===== config.mk =====
export PLATFORM = sky130hd
export DESIGN_NAME = ccb_flag_dispatch
export DESIGN_NICKNAME = d
export VERILOG_FILES = /design/src/rtl/ccb_flag_dispatch.sv
export SDC_FILE = /design/constraint.sdc
export NUM_CORES = 1
export LEC_CHECK = 0
export BUFFER_PORTS_ARGS = -buffer_cell sky130_fd_sc_hd__buf_2
export CELL_PAD_IN_SITES_DETAIL_PLACEMENT = 0
export CELL_PAD_IN_SITES_GLOBAL_PLACEMENT = 1
export CORE_MARGIN = 1
export CORE_UTILIZATION = 34
export DETAILED_ROUTE_END_ITERATION = 10
export HOLD_SLACK_MARGIN = 0.06
export PLACE_DENSITY_LB_ADDON = 0.1
export SLEW_MARGIN = 10
export SYNTH_ARGS = -nofsm -noshare
export SYNTH_HDL_FRONTEND = slang
export SYNTH_SLANG_ARGS = --single-unit

===== constraint.sdc =====
create_clock -name clk -period 2.6 [get_ports clk]
set_input_delay 0.52 -clock clk [delete_from_list [all_inputs] [get_ports clk]]
set_output_delay 0.52 -clock clk [all_outputs]
set_load 0.1 [all_outputs]

===== src/rtl/ccb_flag_dispatch.sv =====
module ccb_flag_dispatch #(
  parameter int AW = 16,
  parameter int DW = 16,
  parameter int LW = 12,
  parameter logic [AW-1:0] PTR_ADDR = 16'h000C,
  parameter logic [DW-1:0] SEAL = 16'o177456,
  parameter int SEAL_OFS = 4,
  parameter int CCB_OFS = 3,
  parameter int FLG_OFS = 0,
  parameter int LEN_TA = 2048,
  parameter int LEN_TBC = 256,
  parameter int LEN_VH = 3,
  parameter int LEN_PC = 1
) (
  input  logic          clk,
  input  logic          rst_n,
  input  logic          rtr_pulse,
  output logic          mem_rd,
  output logic          mem_wr,
  output logic [AW-1:0] mem_addr,
  output logic [DW-1:0] mem_wdata,
  input  logic [DW-1:0] mem_rdata,
  output logic [6:0]    svc_req,
  output logic [DW-1:0] svc_addr,
  output logic [LW-1:0] svc_len,
  input  logic          svc_done,
  output logic          restart
);
  localparam int NF = 7;
  localparam int MIX = 6;

  typedef enum logic [3:0] {
    S_IDLE, S_PTR, S_PTR_C, S_SEAL, S_SEAL_C, S_CCB, S_CCB_C,
    S_FLG, S_FLG_C, S_CLR, S_DISP, S_WAIT
  } st_t;

  st_t st;
  logic [DW-1:0] blk, ccb;
  logic [NF-1:0] pend;
  logic [2:0] top;
  logic any;

  always_comb begin
    top = '0;
    for (int i = 0; i < NF; i++)
      if (pend[i]) top = 3'(i);
  end
  assign any = |pend;

  always_ff @(posedge clk) begin
    if (!rst_n) begin
      st <= S_IDLE;
      blk <= '0;
      ccb <= '0;
      pend <= '0;
    end else begin
      case (st)
        S_IDLE:   if (rtr_pulse) st <= S_PTR;
        S_PTR:    st <= S_PTR_C;
        S_PTR_C: begin
          blk <= mem_rdata;
          if (mem_rdata == '0) begin
            pend <= '0;
            ccb <= '0;
            st <= S_IDLE;
          end else st <= S_SEAL;
        end
        S_SEAL:   st <= S_SEAL_C;
        S_SEAL_C: begin
          if (mem_rdata != SEAL) begin
            pend <= '0;
            ccb <= '0;
            st <= S_IDLE;
          end else st <= S_CCB;
        end
        S_CCB:    st <= S_CCB_C;
        S_CCB_C: begin
          ccb <= mem_rdata;
          st <= S_FLG;
        end
        S_FLG:    st <= S_FLG_C;
        S_FLG_C: begin
          pend <= pend | mem_rdata[NF-1:0];
          st <= S_CLR;
        end
        S_CLR:    st <= S_DISP;
        S_DISP: begin
          if (!any) st <= S_IDLE;
          else begin
            pend[top] <= 1'b0;
            st <= (top == 3'(MIX)) ? S_IDLE : S_WAIT;
          end
        end
        S_WAIT:   if (svc_done) st <= S_IDLE;
        default:  st <= S_IDLE;
      endcase
    end
  end

  assign mem_rd = (st == S_PTR) || (st == S_SEAL) || (st == S_CCB) || (st == S_FLG);
  assign mem_wr = (st == S_CLR);
  assign mem_wdata = '0;

  always_comb begin
    case (st)
      S_PTR:   mem_addr = PTR_ADDR;
      S_SEAL:  mem_addr = AW'(blk + DW'(SEAL_OFS));
      S_CCB:   mem_addr = AW'(blk + DW'(CCB_OFS));
      default: mem_addr = AW'(blk + DW'(FLG_OFS));
    endcase
  end

  logic [DW-1:0] ofs;
  always_comb begin
    case (top)
      3'd5:    begin ofs = DW'(14); svc_len = LW'(LEN_PC);  end
      3'd4:    begin ofs = DW'(11); svc_len = LW'(LEN_VH);  end
      3'd3:    begin ofs = DW'(8);  svc_len = LW'(LEN_VH);  end
      3'd2:    begin ofs = DW'(0);  svc_len = LW'(LEN_TA);  end
      3'd1:    begin ofs = DW'(2);  svc_len = LW'(LEN_TBC); end
      3'd0:    begin ofs = DW'(4);  svc_len = LW'(LEN_TBC); end
      default: begin ofs = '0;      svc_len = '0;           end
    endcase
  end
  assign svc_addr = ccb + ofs;

  logic fire;
  assign fire = (st == S_DISP) && any && (top != 3'(MIX));
  assign svc_req = fire ? (7'b1 << top) : 7'b0;
  assign restart = (st == S_DISP) && (|pend[5:3]);
endmodule



==> reports/results.ini <==
[synth]
synth-edff-count=0
ys_ff_latch=43
synth_xor_area_frac=0.04094
synth_top_family_by_area=compound AO/OA/AOI/OAI gates
synthCells=438
yosys_warnings=0
synth_area_um2=3209
synth_seq_area_share=0.2682
async_reset_ff_frac=0
synth_flop_cell=dfxtp_1
synthMuxAreaShare=0.003509
synth_compound_area_frac=0.2764
yosys.area_share.simple=0.2604
ys_types=58
synthAdderAreaFrac=0.02963
yosys.area.top_type=dfxtp_1
yosysTopAreaCellShare=0.2682
synthTopCellsByArea=dfxtp_1 27%, nand2_1 8.5%, a21oi_1 8.0%
syn_area_per_cell_um2=7.327

[critical_path]
r2r-start=st[2]
critPathTopFamily=simple AND/OR/NAND/NOR gates
path_depth=10
worstPathMaxFanout=5
critical_path_buf_inv_count=2
path_cells=nor3b_4 -> ha_2 -> inv_2 -> fa_2 -> nor2b_2 -> o21a_1 -> or2_4 -> and3_4 -> xor2_4 -> buf_12
startpoint_type=flip-flop
slowest_stage=dfxtp_4
reg2reg_to=pend[2]
reg2reg_setup_slack_ns=0.73
worstSetupPathType=flip-flop to output pin
r2r_cells=6
critPathRequiredTime_ns=2.08
critical_path.max_stage_delay_ns=0.37
worstSetupEndpointType=output pin
crit_path_start=pend[4]
endpoint=svc_addr[6]
cp.arrival_ns=2.45

[sta]
worstMarginPinSlew_ns=0.6981
finClkSkew_ns=0.007570
period_minus_slack_ns=2.971
min_period_over_period=1.143
slew_headroom=0.5310
grt_setup_unrepaired=yes
final_max_slew_viol_count=0
final-setup-viol-count=13
setup_slack_ns=-0.3711
fmax_ghz=0.3366
finalSetupTns_ns=-3.569
hold_slack_ns=0.5104
hold_viol=0

[pwr]
powerDensity_nw_per_um2=375.7
p_leak_nw=1.998
ir_drop_v=0.0002220
design_power_total_mw=1.944

[cells_and_area]
fin_cells=649
syn_to_final_growth_pct=61.21
final_util=0.5626
final_layout_size_suffix_gt1_frac=0.4201
regArea_um2=875.8
fillCellCount=839
multiInputGateArea_um2=2660
mostFrequentLayoutCells=71 x nand2_1, 52 x buf_4, 50 x a21oi_1
final_area_um2=5174
fin_nets=565
final_common_cell=nand2_1
diodes=0

[global_routing]
top_usage_layer=met2
met1_usage=0.2845
grtUsageMet2=0.3577
gr-total-overflow=0
grt_pass1_vias=3274
track_usage=0.2064
met3_usage=0.02460
grt_pass1_wl_um=16390
grt_antenna_before_repair=0
grt_max_degree=33

[floorplan]
core.rowCount=35
die_w_um=99.16
initial_core_util=0.3490
core_um2=9196
die_h_um=99.16
ios=90
die_area_um2=9832

[route]
drc_errors=0
dr.pass1.iters=4
drtIter0Drc=198
vias=3434
wirelength_um=9781
wl_per_cell_um=15.07
postRouteAntennaNets=0
routed_via_density=5.291

[place]
placed_area_um2=4943
hpwlAfterDp_um=7609
placed_cells=638
place_ws_ns=-0.1040
port_buffers=64
place_congestion=0.8568

[worst_hold_path]
hold_class=primary input to flip-flop
whs_path_depth=2

[flow_run]
cap_violations=0

[outcome]
violations=setup timing
status=finished with violations

[clock_tree]
htree_levels=2
clkTransAtPathRegs_ns=0.08
clock-root-buffer=clkbuf_8
cts_buffer_depth=2
cts_tree=yes
cts_sinks=43
cts_made_buffers=5
insertion_delay_ns=0.29

==> layer usage <==
metal,share of wire,wire length [µm]
met5,0,0
met4,0.0017,17
met2,0.50,4932
met1,0.46,4497
met3,0.034,334
==> kinds of logic after synthesis <==
logic type	after synthesis
mux	1
flops	43
fa+ha+maj	7
xor+xnor	15
other cells	1
simple gates	168
buf+inv	68
compound gates	135
==> synth_stat cells (4+ instances only) <==
cell	instances
a211oi_1	7
a21o_1	5
a21oi_1	51
a311oi_1	5
a311oi_2	10
a31oi_1	4
and2_1	4
and3_1	6
buf_4	25
clkbuf_1	19
dfxtp_1	43
ha_1	6
inv_1	17
nand2_1	73
nand2b_1	5
nand3_1	11
nand4_1	8
nor2_1	24
nor3_1	9
nor4_1	5
o21ai_0	34
xnor2_1	10
xor2_1	5
==> worst min path at each step <==
| stage | endpoint | start |
|---|---|---|
| 2_1_floorplan | blk[1] | blk[1] |
| 3_3_place_gp | blk[15] | blk[15] |
| 3_5_place_dp | blk[15] | blk[15] |
| 4_1_cts | ccb[1] | rst_n |
| 5_1_grt | ccb[1] | rst_n |
| 6_report | ccb[1] | rst_n |
==> registers in the layout (all words and copies together), names as in the netlist <==
| name | cells |
|---|---|
| blk | 16 |
| ccb | 16 |
| pend | 7 |
| st | 4 |
==> power breakdown <==
| part | total (mW) | internal, mW | switching [mW] |
|---|---|---|---|
| Sequential | 0.703 | 0.677 | 0.0259 |
| Clock | 0.503 | 0.282 | 0.221 |
| Combinational | 0.738 | 0.198 | 0.541 |
| Total | 1.94 | 1.16 | 0.788 |
==> layout make-up <==
class                           instances  area share
Clock buffer                            6     0.01403
Clock inverter                          1    0.005804
Inverter                               17     0.01306
Multi-Input combinational cell        351      0.5141
Sequential cell                        43      0.1693
Tap cell                              111     0.02684
Timing Repair Buffer                  120      0.2568
==> worst register-to-register path, delay by kind of cell, from the launching register on <==
family | cells | cell delay (ns)
and+or+nand+nor | 4 | 0.94
DFF | 1 | 0.41
AOI/OAI and AO/OA | 1 | 0.24
buffers and inverters | 1 | 0.18
==> timing repair <==
action                     4_1_cts  5_1_grt
hold buffers                     0        0
buffers inserted                 3        2
pin swaps                       11        7
setup endpoints to repair       21       25
gates resized for setup         14       18
Note: power is estimated with default switching activity, not from simulation.
